**src/rtl/cc_pkg.sv**
```systemverilog
package cc_pkg;

    typedef enum logic [1:0] {
        ST_IDLE     = 2'd0,
        ST_UNIT_RUN = 2'd1,
        ST_HOST_RUN = 2'd2
    } cc_state_e;

    typedef enum logic [1:0] {
        CAUSE_NONE    = 2'd0,
        CAUSE_HW_DONE = 2'd1,
        CAUSE_SW_REQ  = 2'd2
    } cc_cause_e;

    localparam int CC_NUM_ARGS = 4;
    localparam int CC_NUM_REGS = CC_NUM_ARGS + 3;
    localparam int CC_SP_IDX   = CC_NUM_ARGS;
    localparam int CC_LR_IDX   = CC_NUM_ARGS + 1;
    localparam int CC_RET_IDX  = CC_NUM_ARGS + 2;

    localparam logic [3:0] ADDR_CALL   = 4'd8;
    localparam logic [3:0] ADDR_SWDONE = 4'd9;
    localparam logic [3:0] ADDR_ACK    = 4'd10;
    localparam logic [3:0] ADDR_STATUS = 4'd11;

endpackage

```
**src/rtl/cc_call_regs.sv**
```systemverilog
module cc_call_regs
    import cc_pkg::*;
#(
    parameter int DATA_W = 32
) (
    input  logic                        clk,
    input  logic                        rst_n,
    input  logic                        host_we,
    input  logic [2:0]                  host_sel,
    input  logic [DATA_W-1:0]           host_wdata,
    input  logic                        unit_we,
    input  logic [2:0]                  unit_sel,
    input  logic [DATA_W-1:0]           unit_wdata,
    input  logic                        lr_load,
    input  logic [DATA_W-1:0]           lr_val,
    input  logic                        ret_load,
    input  logic [DATA_W-1:0]           ret_val,
    output logic [CC_NUM_ARGS*DATA_W-1:0] args,
    output logic [DATA_W-1:0]           sp,
    output logic [DATA_W-1:0]           lr,
    output logic [DATA_W-1:0]           ret
);

    logic [DATA_W-1:0] reg_q [CC_NUM_REGS];

    for (genvar i = 0; i < CC_NUM_REGS; i++) begin : g_reg
        logic restore_hit;
        if (i == CC_LR_IDX) begin : g_lr
            assign restore_hit = lr_load;
        end else if (i == CC_RET_IDX) begin : g_ret
            assign restore_hit = ret_load;
        end else begin : g_plain
            assign restore_hit = 1'b0;
        end

        always_ff @(posedge clk) begin
            if (!rst_n) begin
                reg_q[i] <= '0;
            end else if (restore_hit) begin
                reg_q[i] <= (i == CC_LR_IDX) ? lr_val : ret_val;
            end else if (unit_we && unit_sel == 3'(i)) begin
                reg_q[i] <= unit_wdata;
            end else if (host_we && host_sel == 3'(i)) begin
                reg_q[i] <= host_wdata;
            end
        end
    end

    for (genvar a = 0; a < CC_NUM_ARGS; a++) begin : g_args
        assign args[a*DATA_W +: DATA_W] = reg_q[a];
    end

    assign sp  = reg_q[CC_SP_IDX];
    assign lr  = reg_q[CC_LR_IDX];
    assign ret = reg_q[CC_RET_IDX];

endmodule

```
**src/rtl/cc_frame_stack.sv**
```systemverilog
module cc_frame_stack #(
    parameter int ENTRY_W = 35,
    parameter int DEPTH   = 16
) (
    input  logic               clk,
    input  logic               rst_n,
    input  logic               push,
    input  logic               pop,
    input  logic [ENTRY_W-1:0] push_data,
    output logic [ENTRY_W-1:0] top_data,
    output logic               full,
    output logic               last
);

    localparam int CNT_W = $clog2(DEPTH + 1);
    localparam int PTR_W = (DEPTH > 1) ? $clog2(DEPTH) : 1;

    logic [ENTRY_W-1:0] mem [DEPTH];
    logic [CNT_W-1:0]   count_q;
    logic [PTR_W-1:0]   top_idx;

    assign full    = (count_q == CNT_W'(DEPTH));
    assign last    = (count_q == CNT_W'(1));
    assign top_idx = PTR_W'(count_q - CNT_W'(1));
    assign top_data = mem[top_idx];

    always_ff @(posedge clk) begin
        if (!rst_n) begin
            count_q <= '0;
        end else if (push && !full) begin
            count_q <= count_q + CNT_W'(1);
        end else if (pop && count_q != '0) begin
            count_q <= count_q - CNT_W'(1);
        end
    end

    always_ff @(posedge clk) begin
        if (push && !full) begin
            mem[PTR_W'(count_q)] <= push_data;
        end
    end

endmodule

```
**src/rtl/cc_irq_ctrl.sv**
```systemverilog
module cc_irq_ctrl
    import cc_pkg::*;
#(
    parameter int SWID_W = 8
) (
    input  logic              clk,
    input  logic              rst_n,
    input  logic              set_hw_done,
    input  logic              set_sw_req,
    input  logic [SWID_W-1:0] swid_in,
    input  logic              ack,
    output logic              irq,
    output cc_cause_e         cause,
    output logic [SWID_W-1:0] swid
);

    always_ff @(posedge clk) begin
        if (!rst_n) begin
            irq   <= 1'b0;
            cause <= CAUSE_NONE;
            swid  <= '0;
        end else if (set_sw_req) begin
            irq   <= 1'b1;
            cause <= CAUSE_SW_REQ;
            swid  <= swid_in;
        end else if (set_hw_done) begin
            irq   <= 1'b1;
            cause <= CAUSE_HW_DONE;
        end else if (ack) begin
            irq   <= 1'b0;
        end
    end

endmodule

```
**src/rtl/cc_sequencer.sv**
```systemverilog
module cc_sequencer
    import cc_pkg::*;
#(
    parameter int NUM_UNITS = 4,
    parameter int ID_W      = 2,
    parameter int SWID_W    = 8,
    parameter int DATA_W    = 32,
    parameter int ENTRY_W   = 1 + ID_W + DATA_W
) (
    input  logic                        clk,
    input  logic                        rst_n,
    input  logic                        host_call_cmd,
    input  logic [ID_W-1:0]             host_call_id,
    input  logic                        host_done_cmd,
    input  logic [NUM_UNITS-1:0]        unit_call,
    input  logic [NUM_UNITS-1:0]        unit_call_sw,
    input  logic [NUM_UNITS*SWID_W-1:0] unit_target,
    input  logic [NUM_UNITS-1:0]        unit_finish,
    input  logic [DATA_W-1:0]           cur_lr,
    input  logic                        stk_full,
    input  logic                        stk_last,
    input  logic [ENTRY_W-1:0]          top_entry,
    output logic [NUM_UNITS-1:0]        unit_en,
    output cc_state_e                   state,
    output logic [ID_W-1:0]             act_id,
    output logic                        ovf,
    output logic                        push,
    output logic [ENTRY_W-1:0]          push_data,
    output logic                        pop,
    output logic                        lr_restore,
    output logic                        ret_load,
    output logic                        irq_hw_done,
    output logic                        irq_sw_req,
    output logic [SWID_W-1:0]           swid
);

    cc_state_e         state_q, state_d;
    logic [ID_W-1:0]   act_q, act_d;
    logic              ovf_q, ovf_set;

    logic [SWID_W-1:0] tgt_arr [NUM_UNITS];
    logic [SWID_W-1:0] act_tgt;
    logic              act_call, act_sw, act_finish, tgt_ok;
    logic              top_sw;
    logic [ID_W-1:0]   top_id;

    for (genvar g = 0; g < NUM_UNITS; g++) begin : g_tgt
        assign tgt_arr[g] = unit_target[g*SWID_W +: SWID_W];
    end

    assign act_tgt    = tgt_arr[act_q];
    assign act_call   = unit_call[act_q];
    assign act_sw     = unit_call_sw[act_q];
    assign act_finish = unit_finish[act_q];
    assign tgt_ok     = (int'(act_tgt) < NUM_UNITS);
    assign top_sw     = top_entry[ENTRY_W-1];
    assign top_id     = top_entry[DATA_W +: ID_W];

    // State register
    always_ff @(posedge clk) begin
        if (!rst_n) begin
            state_q <= ST_IDLE;
            act_q   <= '0;
            ovf_q   <= 1'b0;
        end else begin
            state_q <= state_d;
            act_q   <= act_d;
            if (ovf_set) begin
                ovf_q <= 1'b1;
            end
        end
    end

    // Next state and strobes
    always_comb begin
        state_d     = state_q;
        act_d       = act_q;
        ovf_set     = 1'b0;
        push        = 1'b0;
        push_data   = '0;
        pop         = 1'b0;
        lr_restore  = 1'b0;
        ret_load    = 1'b0;
        irq_hw_done = 1'b0;
        irq_sw_req  = 1'b0;
        swid        = act_tgt;
        unique case (state_q)
            ST_IDLE: begin
                if (host_call_cmd) begin
                    if (stk_full) begin
                        ovf_set = 1'b1;
                    end else begin
                        push      = 1'b1;
                        push_data = {1'b1, ID_W'(0), cur_lr};
                        state_d   = ST_UNIT_RUN;
                        act_d     = host_call_id;
                    end
                end
            end
            ST_HOST_RUN: begin
                if (host_call_cmd) begin
                    if (stk_full) begin
                        ovf_set = 1'b1;
                    end else begin
                        push      = 1'b1;
                        push_data = {1'b1, ID_W'(0), cur_lr};
                        state_d   = ST_UNIT_RUN;
                        act_d     = host_call_id;
                    end
                end else if (host_done_cmd) begin
                    pop        = 1'b1;
                    lr_restore = 1'b1;
                    ret_load   = 1'b1;
                    state_d    = ST_UNIT_RUN;
                    act_d      = top_id;
                end
            end
            ST_UNIT_RUN: begin
                if (act_call && (act_sw || tgt_ok)) begin
                    if (stk_full) begin
                        ovf_set = 1'b1;
                    end else begin
                        push      = 1'b1;
                        push_data = {1'b0, act_q, cur_lr};
                        if (act_sw) begin
                            irq_sw_req = 1'b1;
                            state_d    = ST_HOST_RUN;
                        end else begin
                            act_d = act_tgt[ID_W-1:0];
                        end
                    end
                end else if (act_finish) begin
                    pop        = 1'b1;
                    lr_restore = 1'b1;
                    if (top_sw) begin
                        irq_hw_done = 1'b1;
                        state_d     = stk_last ? ST_IDLE : ST_HOST_RUN;
                    end else begin
                        act_d = top_id;
                    end
                end
            end
            default: begin
                state_d = ST_IDLE;
            end
        endcase
    end

    // Outputs
    always_comb begin
        unit_en = '0;
        if (state_q == ST_UNIT_RUN) begin
            unit_en[act_q] = 1'b1;
        end
    end

    assign state  = state_q;
    assign act_id = act_q;
    assign ovf    = ovf_q;

endmodule

```
**src/rtl/cross_call_ctrl.sv**
```systemverilog
module cross_call_ctrl
    import cc_pkg::*;
#(
    parameter int NUM_UNITS   = 4,
    parameter int DATA_W      = 32,
    parameter int SWID_W      = 8,
    parameter int STACK_DEPTH = 16
) (
    input  logic                          clk,
    input  logic                          rst_n,
    input  logic                          host_we,
    input  logic [3:0]                    host_addr,
    input  logic [DATA_W-1:0]             host_wdata,
    output logic [DATA_W-1:0]             host_rdata,
    output logic                          host_irq,
    output logic [NUM_UNITS-1:0]          unit_en,
    input  logic [NUM_UNITS-1:0]          unit_call,
    input  logic [NUM_UNITS-1:0]          unit_call_sw,
    input  logic [NUM_UNITS*SWID_W-1:0]   unit_target,
    input  logic [NUM_UNITS-1:0]          unit_finish,
    input  logic                          unit_reg_we,
    input  logic [2:0]                    unit_reg_sel,
    input  logic [DATA_W-1:0]             unit_reg_wdata,
    output logic [CC_NUM_ARGS*DATA_W-1:0] call_args,
    output logic [DATA_W-1:0]             call_sp,
    output logic [DATA_W-1:0]             call_lr,
    output logic [DATA_W-1:0]             call_ret
);

    localparam int ID_W    = (NUM_UNITS > 1) ? $clog2(NUM_UNITS) : 1;
    localparam int ENTRY_W = 1 + ID_W + DATA_W;

    cc_state_e           seq_state;
    logic [ID_W-1:0]     seq_act;
    logic                seq_ovf;
    logic                stk_push, stk_pop, stk_full, stk_last;
    logic [ENTRY_W-1:0]  stk_push_data, stk_top;
    logic                lr_restore, ret_load;
    logic                irq_hw_done, irq_sw_req;
    logic [SWID_W-1:0]   seq_swid, irq_swid;
    cc_cause_e           irq_cause;

    logic host_reg_we, host_call_cmd, host_done_cmd, host_ack;
    logic unit_we_ok;

    assign host_reg_we   = host_we && (host_addr < 4'(CC_NUM_REGS));
    assign host_call_cmd = host_we && (host_addr == ADDR_CALL)
                           && (host_wdata < DATA_W'(NUM_UNITS));
    assign host_done_cmd = host_we && (host_addr == ADDR_SWDONE);
    assign host_ack      = host_we && (host_addr == ADDR_ACK);
    assign unit_we_ok    = unit_reg_we && (seq_state == ST_UNIT_RUN);

    cc_sequencer #(
        .NUM_UNITS (NUM_UNITS),
        .ID_W      (ID_W),
        .SWID_W    (SWID_W),
        .DATA_W    (DATA_W),
        .ENTRY_W   (ENTRY_W)
    ) u_seq (
        .clk          (clk),
        .rst_n        (rst_n),
        .host_call_cmd(host_call_cmd),
        .host_call_id (host_wdata[ID_W-1:0]),
        .host_done_cmd(host_done_cmd),
        .unit_call    (unit_call),
        .unit_call_sw (unit_call_sw),
        .unit_target  (unit_target),
        .unit_finish  (unit_finish),
        .cur_lr       (call_lr),
        .stk_full     (stk_full),
        .stk_last     (stk_last),
        .top_entry    (stk_top),
        .unit_en      (unit_en),
        .state        (seq_state),
        .act_id       (seq_act),
        .ovf          (seq_ovf),
        .push         (stk_push),
        .push_data    (stk_push_data),
        .pop          (stk_pop),
        .lr_restore   (lr_restore),
        .ret_load     (ret_load),
        .irq_hw_done  (irq_hw_done),
        .irq_sw_req   (irq_sw_req),
        .swid         (seq_swid)
    );

    cc_frame_stack #(
        .ENTRY_W (ENTRY_W),
        .DEPTH   (STACK_DEPTH)
    ) u_stack (
        .clk      (clk),
        .rst_n    (rst_n),
        .push     (stk_push),
        .pop      (stk_pop),
        .push_data(stk_push_data),
        .top_data (stk_top),
        .full     (stk_full),
        .last     (stk_last)
    );

    cc_call_regs #(
        .DATA_W (DATA_W)
    ) u_regs (
        .clk        (clk),
        .rst_n      (rst_n),
        .host_we    (host_reg_we),
        .host_sel   (host_addr[2:0]),
        .host_wdata (host_wdata),
        .unit_we    (unit_we_ok),
        .unit_sel   (unit_reg_sel),
        .unit_wdata (unit_reg_wdata),
        .lr_load    (lr_restore),
        .lr_val     (stk_top[DATA_W-1:0]),
        .ret_load   (ret_load),
        .ret_val    (host_wdata),
        .args       (call_args),
        .sp         (call_sp),
        .lr         (call_lr),
        .ret        (call_ret)
    );

    cc_irq_ctrl #(
        .SWID_W (SWID_W)
    ) u_irq (
        .clk        (clk),
        .rst_n      (rst_n),
        .set_hw_done(irq_hw_done),
        .set_sw_req (irq_sw_req),
        .swid_in    (seq_swid),
        .ack        (host_ack),
        .irq        (host_irq),
        .cause      (irq_cause),
        .swid       (irq_swid)
    );

    always_comb begin
        host_rdata = '0;
        if (host_addr < 4'(CC_NUM_ARGS)) begin
            host_rdata = call_args[host_addr[1:0]*DATA_W +: DATA_W];
        end else begin
            unique case (host_addr)
                4'(CC_SP_IDX):  host_rdata = call_sp;
                4'(CC_LR_IDX):  host_rdata = call_lr;
                4'(CC_RET_IDX): host_rdata = call_ret;
                ADDR_STATUS: begin
                    host_rdata[0]             = host_irq;
                    host_rdata[2:1]           = irq_cause;
                    host_rdata[3]             = seq_ovf;
                    host_rdata[8 +: SWID_W]   = irq_swid;
                end
                default: host_rdata = '0;
            endcase
        end
    end

endmodule

```
**config.mk**
```make
export PLATFORM = sky130hd
export DESIGN_NAME = cross_call_ctrl
export DESIGN_NICKNAME = d
export VERILOG_FILES = /design/src/rtl/cc_pkg.sv /design/src/rtl/cc_call_regs.sv /design/src/rtl/cc_frame_stack.sv /design/src/rtl/cc_irq_ctrl.sv /design/src/rtl/cc_sequencer.sv /design/src/rtl/cross_call_ctrl.sv
export SDC_FILE = /design/constraint.sdc
export NUM_CORES = 1
export LEC_CHECK = 0
export BUFFER_PORTS_ARGS = -buffer_cell sky130_fd_sc_hd__buf_4
export CORE_MARGIN = 2
export CORE_UTILIZATION = 30
export CTS_CLUSTER_DIAMETER = 80
export DETAILED_ROUTE_END_ITERATION = 7
export PLACE_DENSITY = 0.46
export SLEW_MARGIN = 20
export SYNTH_ARGS = -nofsm -noshare
export SYNTH_HDL_FRONTEND = slang
export SYNTH_HIERARCHICAL = 1
export SYNTH_SLANG_ARGS = --single-unit
```
**constraint.sdc**
```tcl
create_clock -name clk -period 8.8 [get_ports clk]
set_input_delay 1.32 -clock clk [delete_from_list [all_inputs] [get_ports clk]]
set_output_delay 1.32 -clock clk [all_outputs]
set_load 0.02 [all_outputs]
```
# Word level (Yosys, flattened, before mapping)
# Memory sizes are Yosys's and may differ from the RTL's.
# Cells that the tools add are included.
# W data, S select, Z words.
dict set report totals {
  memories 2
  input_bits 119
  ramBits 784
  ff_bits 21
}
# name words word_bits read_ports rd_clocked_by_memory_dff wr line
set memory_table {}
lappend memory_table {u_stack.mem 16 35 1 0 1 cc_frame_stack.sv:18} ;# logic [ENTRY_W-1:0] mem [DEPTH];
lappend memory_table {u_regs.reg_q 7 32 7 0 7 cc_call_regs.sv:24} ;# logic [DATA_W-1:0] reg_q [CC_NUM_REGS];
dict set report classes {
  eq_ne 31
  n_lt_le_gt_ge 7
  n_reduce_logical 38
  n_shift 1
  n_mux 150
  addsub 2
  bitwise_logic 18
}
# cell count
set ops {}
lappend ops {{$mux W32} 17}
lappend ops {{$shiftx A128 B8 Y32} 1}
lappend ops {{$mux W35} 3}
lappend ops {{$mux W1} 88}
lappend ops {{$pmux W35 S2} 1}
lappend ops {{$pmux W16 S3} 1}
lappend ops {{$mux W2} 21}
lappend ops {{$mux W34} 1}
lappend ops {{$lt A32 B3 Y1 const B} 1}
lappend ops {{$pmux W8 S4} 1}
lappend ops {{$logic_and A1 B1 Y1} 24}
lappend ops {{$eq A3 B3 Y1 const B} 6}
lappend ops {{$bmux W8 S2} 1}
lappend ops {{$eq A4 B4 Y1 const B} 4}
lappend ops {{$mux W8} 2}
lappend ops {{$or A1 B1 Y1} 16}
lappend ops {{$pmux W4 S4} 1}
lappend ops {{$eq A3 B2 Y1 const B} 4}
lappend ops {{$eq A4 B3 Y1 const B} 3}
lappend ops {{$pmux W2 S3} 2}
lappend ops {{$pmux W4 S3} 1}
lappend ops {{$mux W5} 2}
lappend ops {{$ne A3 B2 Y1 const B} 3}
lappend ops {{$ne A3 B3 Y1 const B} 3}
lappend ops {{30 further kinds} 40}

# Logic depth before layout (Yosys ltp)
# Gate-level depths: netlist of run 1.
dict set report depth {
  depth_word 15
  ltp_mapped 16
}

# By module
# The synthesis of run 1 kept the hierarchy.
# mod area_each_um2 cells_per_inst instances seq_area_each_um2
set modules_own_cells {}
lappend modules_own_cells {cc_frame_stack 21842.2 967 1 16916.2}
lappend modules_own_cells {cc_call_regs 10585.2 800 1 6726.5}
lappend modules_own_cells {cross_call_ctrl 1680.4 204 1 0.0}
lappend modules_own_cells {cc_sequencer 1341.3 156 1 100.1}
lappend modules_own_cells {cc_irq_ctrl 405.4 35 1 220.2}

# Worst setup path before layout of run 1
# No wires, ideal clock.
dict set report synth_timing {
  path_type {input-to-reg}
  from {in unit_reg_we}
  to {mem u_regs.reg_q[0][0] (enable)}
  slack_ps 2834
  setup_ps 533
  arrival_time_ps 5433
  path_buffers 1
  cell_stages 5
  path_cell_list {nand2_1 nor2_1 buf_6 nand2b_1 o311ai_0}
}
# item line
set synth_lines {}
lappend synth_lines {{start, declared} cross_call_ctrl.sv:21} ;# input logic unit_reg_we,
lappend synth_lines {{end, declared} cc_call_regs.sv:24}

# Worst setup path after layout of run 1
dict set report layout_timing {
  from {in host_addr[0]}
  to {out host_rdata[8]}
}
dict set report layout_via {
  elab_chain_cells 3
  word_cells_on_any_way 8
  classes_between {order compare: 1; eq/ne: 4; shift: 1; mux: 2}
}
# item line
set layout_lines {}
lappend layout_lines {{start, declared} cross_call_ctrl.sv:12} ;# input logic [3:0] host_addr,
lappend layout_lines {{parallel branches: the longest is 2 deep, another holds $shiftx A128 B8 Y32} --}
lappend layout_lines {{$mux W32 *} cross_call_ctrl.sv:138} ;# if (host_addr < 4'(CC_NUM_ARGS)) begin
lappend layout_lines {{end, declared} cross_call_ctrl.sv:14} ;# output logic [DATA_W-1:0] host_rdata,
# Every way passes the cells marked *.

==> reports/results.ini, run 1 <==
[global_routing]
gr-usage-met3_pct=3.08
grt_pass1_vias=22800
met2_usage_pct=30.5
grt_util_all_layers_pct=18.7
antenna_found_initial=1
grt.busiest_layer=met2
grt_max_degree=106
grt_first_pass_wirelength_um=168000
grt_util_met1_pct=25.8
grt-ovfl-total=0

[power_and_ir_drop]
power.density_mw_per_mm2=203
ir_drop_mv=0.144
power_frac_comb_pct=8.0
clkPwrFrac_pct=43.0
p_sw_share_pct=24.0
seq_power_share_pct=48.9
leakagePower_nw=16.1
p_sw_mw=2.13
intPower_mw=6.73

[finish]
area_growth_pct=21.7
seq_area_sq_mm=0.0240
utilization_pct=36.9
n_fill_cell=11100
finalNonFillerCells=4157
multi_input_area_sq_mm=0.0111
drive_gt1_share_pct=33.5
postLayoutCellArea_sq_mm=0.0436
finalNetCount=2670

[setup_path]
critPathBufInv=4
path_common_cell=buf_4
rr_endpoint=u_regs/reg_q[5][4]
critPathMaxStageDelay_ns=0.74
reg2reg_slack_ns=3.71
timing.rr.start=u_stack/count_q[0]
critPathRequiredTime_ns=7.48
crit_type=input port to output port
crit_path_top_delay_cell=a222oi_1
reg2regPathDepth=10
critPathTopFamily=buffers and inverters
path_cells=buf_4, buf_4, and4bb_2, buf_4, a222oi_1, nand3_1, buf_4
cp-end-kind=output port
startpoint_type=input port
crit_fanout=42
cp.arrival_ns=3.88

[clock_tree]
cts_resized=0
cts_root_buf=clkbuf_16
clkLatencyLatePin_ns=0.66
clkSinkCount=805
ctsHoldBuffers=0
cts_buffers=89
clk_pin_slew_ns=0.05
htree_levels=3
cts.path.max_buffers=3
cts_tree=yes
cts_setup_buffers=0

[run_status]
outcome=complete, no violations

[yosys]
ys.flop_type=edfxtp_1
synth.most_common_cell=edfxtp_1
ys_ff_latch=805
synth.avg_cell_area_sq_um=16.6
synthCells=2162
synth_area_leaders=edfxtp_1 (66%), mux4_2 (11%), a22o_1 (2.3%), nand2_1 (2.0%), mux2_2 (1.6%)
yosysSeqAreaShare_pct=66.8
async_flop_share_pct=0
synth_edf_count=784
ys_types=79
syn_area_sq_mm=0.0359
ys.warnings.count=6
syn_nets=2289
synth_top_cell_area_share_pct=65.7
yosys.area.top_type=edfxtp_1
netlist_top_cells_count=edfxtp_1 (784), nand2_1 (187), mux4_2 (178)

[flow_run]
drv_cap=0

[timing]
timing.final.hold_violations=0
fin_crit_sh_pct=59.1
fin_tns_setup_ns=0
fin_skew_ns=0.0265
fmax_ghz=0.192
rsz0062_at_grt=no
layout_min_cycle_time_ns=5.20
relSlewSlack_pct=25.4
setup_viol_count_final=0
final_max_slew_viol_count=0
max_slew.worst_pin.slew_ns=1.12

[placement]
place_inst=3987
hpwl_um=76000
gp_congestion=0.820
place_area_sq_mm=0.0406
io_buffers=379

[drt]
vias_per_cell=5.45
vias=22700
ant_nets=0
firstDrtPassIters=6
totalWireLength_um=118000
route.detailed.wl_per_inst_um=28.3
drt_iter0_drc=2379
drc=0

[floorplanning]
rows=126
die_h_um=350
die_w_um=350
io_pins=380
coreArea_sq_mm=0.118
die-area_sq_mm=0.122
start_util_pct=30.3

[min_path]
worstHoldStart=u_irq/cause[0]
holdPathStages=2
hold_class=flop to flop
hold_end=u_irq/cause[0]

==> layout make-up <==
cell class                 instances  area share (%)
sequential                       805            54.9
antenna                            3          0.0172
tap                             1536            4.40
timing repair buffer             463            8.02
inverter                          51           0.439
multi-input combinational       1133            25.4
clock inverter                    58            1.50
clock buffer                     108            5.34
==> registers in the layout, summed over array words and instances (netlist names) <==
| register | flops |
|---|---|
| u_irq/irq | 1 |
| u_stack/count_q | 5 |
| u_stack/mem | 560 |
| u_irq/swid | 8 |
| u_seq/state | 2 |
| u_irq/cause | 2 |
| u_regs/reg_q | 224 |
| u_seq/act_id | 2 |
| u_seq/ovf | 1 |
==> worst max path at each step <==
stage / cells past startpoint / end / from
floorplan: 5 / u_regs/reg_q[0][0] / unit_reg_we
global placement: 11 / u_regs/reg_q[5][28] / host_wdata[28]
finish: 7 / host_rdata[8] / host_addr[0]
detailed placement: 10 / u_stack/mem[13][23] / host_wdata[28]
global route: 10 / u_regs/reg_q[5][22] / u_stack/count_q[0]
CTS: 10 / u_stack/mem[13][23] / host_wdata[28]
==> power groups by stage <==
stage	Combinational [mW]	Clock (mW)	Sequential (mW)
floorplan	0.315	0	4.43
global placement	0.703	0	4.41
detailed placement	0.711	0	4.41
CTS	0.713	3.92	4.33
global route	0.751	4.06	4.34
finish	0.713	3.81	4.33
==> cell usage in the layout (no fill, tap or decap), types with 7 or more instances in the layout <==
cell type and n:
edfxtp_1 784, buf_4 461, nand2_1 186, mux4_2 178, a22o_1 96, clkbuf_16 90, nand3_1 72, o22ai_1 68
inv_1 51, mux2_2 51, nor2b_1 49, mux2i_1 49, a21oi_1 47, a211oi_1 35, o41ai_1 33, nor3b_1 32
a32o_1 32, a22oi_1 21, clkinv_1 20, dfxtp_1 20, clkbuf_1 17, nor2_1 15, clkinv_2 13, mux2_1 13
nor2_4 12, a222oi_1 12, bufinv_16 11, nor4_1 7, nor3b_2 7, ha_1 7
==> worst min-delay path: stages, from the launching register on <==
cell and delay (ns):
dfxtp_1 0.31, nor2_1 0.10, nor3b_1 0.06
==> cell families (layout without fill, tap and decap cells) <==
logic type | after synthesis | after routing | synth area share, %
flops | 805 | 805 | 66.8
mux | 297 | 297 | 15.0
fa+ha+maj | 8 | 8 | 0.279
simple gates | 447 | 447 | 6.42
xor+xnor | 4 | 4 | 0.119
buf+inv | 224 | 680 | 3.17
compound gates | 377 | 377 | 8.21
other cells | 0 | 3 | 0
==> layer usage <==
metal	vias to the layer above	part of all wire, %	wire length, um
met4	0	2.4	2810
met5	-	0	0
met3	162	6.9	8160
met1	11900	43	50700
li1	9644	-	-
met2	956	48	56000
==> stage by stage <==
step	hold WS (ns)	total power [mW]	setup WS, ns
5_1_grt	0.527	9.14	3.39
3_5_place_dp	0.508	5.12	2.84
2_1_floorplan	0.419	4.75	2.83
4_1_cts	0.516	8.96	3.52
3_3_place_gp	0.484	5.11	2.84
6_report	0.524	8.86	3.60
No activity file was read; power rests on OpenSTA's default activity.
==> inputs of run 2 (changes only) <==
--- a/config.mk
+++ b/config.mk
@@ -5,12 +5,13 @@
 export SDC_FILE = /design/constraint.sdc
 export NUM_CORES = 1
 export LEC_CHECK = 0
+export ABC_AREA = 1
 export BUFFER_PORTS_ARGS = -buffer_cell sky130_fd_sc_hd__buf_4
 export CORE_MARGIN = 2
 export CORE_UTILIZATION = 30
 export CTS_CLUSTER_DIAMETER = 80
 export DETAILED_ROUTE_END_ITERATION = 7
-export PLACE_DENSITY = 0.46
+export PLACE_DENSITY = 0.48
 export SLEW_MARGIN = 20
 export SYNTH_ARGS = -nofsm -noshare
 export SYNTH_HDL_FRONTEND = slang
==> constraint.sdc (replaced) <==
create_clock -name clk -period 4.6 [get_ports clk]
set_input_delay 0.69 -clock clk [delete_from_list [all_inputs] [get_ports clk]]
set_output_delay 0.69 -clock clk [all_outputs]
set_load 0.02 [all_outputs]
==> reports/results.ini, run 2 <==
[setup_path]
critPathRequiredTime_ns=4.90
critPathBufInv=3
critPathTopFamily=buffers and inverters
reg2regPathDepth=8
timing.rr.start=u_seq/state[0]
critPathMaxStageDelay_ns=0.97
crit_fanout=33
crit_path_top_delay_cell=clkinv_1
path_cells=nand2_1, nor2_1, nand2_1, nor2_2, buf_4, clkinv_1, nand3b_1, buf_4
cp.arrival_ns=4.12
cp-end-kind=flop
reg2reg_slack_ns=0.78
rr_endpoint=u_regs/reg_q[5][14]
crit_type=flop to flop
startpoint_type=flop

[drt]
drc=0
vias=30800
drt_iter0_drc=3249
met2_length_um=64800
dr.max_layer_used=met5
totalWireLength_um=140000
ant_nets=0
wirelength_met1_um=61000
vias_per_cell=5.07
firstDrtPassIters=7
route.detailed.wl_per_inst_um=23.0
routed-wl-met3_um=9690

[timing]
fin_tns_setup_ns=0
fin_ws_ns=0.780
relSlewSlack_pct=26.9
max_slew.worst_pin.slew_ns=1.09
fin_skew_ns=0.0279
layout_min_cycle_time_ns=3.82
timing.final.hold_violations=0
fmax_ghz=0.262
setup_viol_count_final=0
final_max_slew_viol_count=0
fin_crit_sh_pct=83.0
rsz0062_at_grt=no

[clock_tree]
cts_resized=0
cts_root_buf=clkbuf_16
cts_buffers=84
cts.path.max_buffers=3
cts_tree=yes
clkLatencyLatePin_ns=0.66
ctsHoldBuffers=0
cts_setup_buffers=0
htree_levels=3
clkSinkCount=805
clk_pin_slew_ns=0.06

[min_path]
hold_end=u_regs/reg_q[3][20]
hold_class=input port to flop
worstHoldStart=unit_reg_wdata[20]
holdPathStages=3

[yosys]
synth.most_common_cell=nand2_1
syn_area_sq_mm=0.0383
synthCells=4016
synth_area_leaders=edfxtp_1 (61%), nand2_1 (9.7%), nor2_1 (7.2%), nand3_1 (5.6%), o21ai_0 (3.7%)
netlist_top_cells_count=nand2_1 (987), edfxtp_1 (784), nor2_1 (737)
yosys.area.top_type=edfxtp_1
async_flop_share_pct=0
ys_ff_latch=805
ys.flop_type=edfxtp_1
ys_types=39
synth_top_cell_area_share_pct=61.4
synth_edf_count=784
syn_nets=4143
ys.warnings.count=6
synth.avg_cell_area_sq_um=9.54
yosysSeqAreaShare_pct=62.5

[floorplanning]
start_util_pct=30.1
rows=131
coreArea_sq_mm=0.127
die-area_sq_mm=0.131
die_h_um=361
die_w_um=361
io_pins=380

[global_routing]
grt_max_degree=89
grt_util_all_layers_pct=20.8
antenna_found_initial=1
grt_pass1_vias=29200
grt-ovfl-total=0
grt_first_pass_wirelength_um=205000

[run_status]
outcome=complete, no violations

[finish]
postLayoutCellArea_sq_mm=0.0459
layout_commonest_cell=nand2_1
final_cell_mix=nand2_1 (986), edfxtp_1 (784), nor2_1 (714)
utilization_pct=36.1
seq_area_sq_mm=0.0240
top_register=u_stack/mem
drive_gt1_share_pct=16.1
n_fill_cell=12900
multi_input_area_sq_mm=0.0125
area_growth_pct=19.7
reg_top3=u_stack/mem x560, u_regs/reg_q x224, u_irq/swid x8
finalNetCount=4470
largest_reg_flops=560

[power_and_ir_drop]
ir_drop_mv=0.284
leakagePower_nw=19.1
power.density_mw_per_mm2=374

[placement]
hpwl_um=90400
place_area_sq_mm=0.0431
gp_congestion=0.896
io_buffers=379
preCtsSetupSlack_ns=0.348

[flow_run]
drv_cap=0

run 2: cell types whose count changed after synthesis, moves of 51 or more:
cell      before  now
nand4_1        3   97
o211ai_1       1   72
inv_1         51  171
nor2_1        30  737
nand3_1       74  429
o21ai_0        3  286
mux2_2        51    0
mux4_2       178    0
a22o_1        96    1
buf_2         38  119
o22ai_1       68    1
nand2_1      187  987
run 2: final cells by class:
type,instances,share of cell area [%]
antenna,3,0.0164
clock inverter,43,1.09
multi-input combinational,2764,27.3
inverter,186,1.56
timing repair buffer,502,8.44
sequential,805,52.3
tap,1662,4.53
clock buffer,108,4.85
run 2: cell families (layout without fill, tap and decap cells):
logic type / count (synthesis) / count (layout) / synth area share [%]
simple gates: 2337 / 2337 / 25.8
flops: 805 / 805 / 62.5
buf+inv: 447 / 839 / 5.43
compound gates: 417 / 417 / 5.98
fa+ha+maj: 8 / 8 / 0.261
xor+xnor: 2 / 2 / 0.0457
other cells: 0 / 3 / 0
run 2: how the worst max path moves through the flow:
stage / start / cells past startpoint / slack (ns) / to
2_1_floorplan: u_stack/count_q[0] / 14 / -0.43 / u_stack/mem[4][0]
3_3_place_gp: host_addr[2] / 13 / 0.44 / u_stack/mem[9][22]
3_5_place_dp: host_addr[1] / 17 / 0.35 / u_regs/reg_q[5][21]
4_1_cts: u_seq/act_id[1] / 15 / 0.98 / u_stack/mem[9][22]
5_1_grt: u_seq/state[0] / 8 / 0.54 / u_regs/reg_q[5][14]
6_report: u_seq/state[0] / 8 / 0.78 / u_regs/reg_q[5][14]
run 2: routing by layer:
layer  global-route usage (%)  vias up
met5                        0        -
met4                     6.64        2
met3                     3.61      228
met2                     33.6     1207
met1                     28.3    15000
li1                         -    14400
run 2: through the flow:
| step | std cells | hold slack (ns) | power (mW) |
|---|---|---|---|
| finish | 6073 | 0.389 | 17.2 |
| global route | 6070 | 0.367 | 17.8 |
| CTS | 6070 | 0.335 | 17.3 |
| detailed placement | 5919 | 0.449 | 10.4 |
| global placement | 5919 | 0.442 | 10.4 |
| floorplan | 4016 | 0.429 | 9.49 |
run 2: power by group:
group          total (mW)  leakage [nW]  internal (mW)  switching [mW]
sequential           8.20          8.87           8.08           0.122
clock                6.89          1.34           3.94            2.95
combinational        2.08          8.92          0.611            1.47
total                17.2          19.1           12.6            4.54
run 2: worst register-to-register path: stages, from the launching register on:
cell and delay, ns:
dfxtp_1 0.41, nand2_1 0.08, nor2_1 0.37, nand2_1 0.22
nor2_2 0.16, buf_4 0.38, clkinv_1 0.97, nand3b_1 0.38
buf_4 0.46
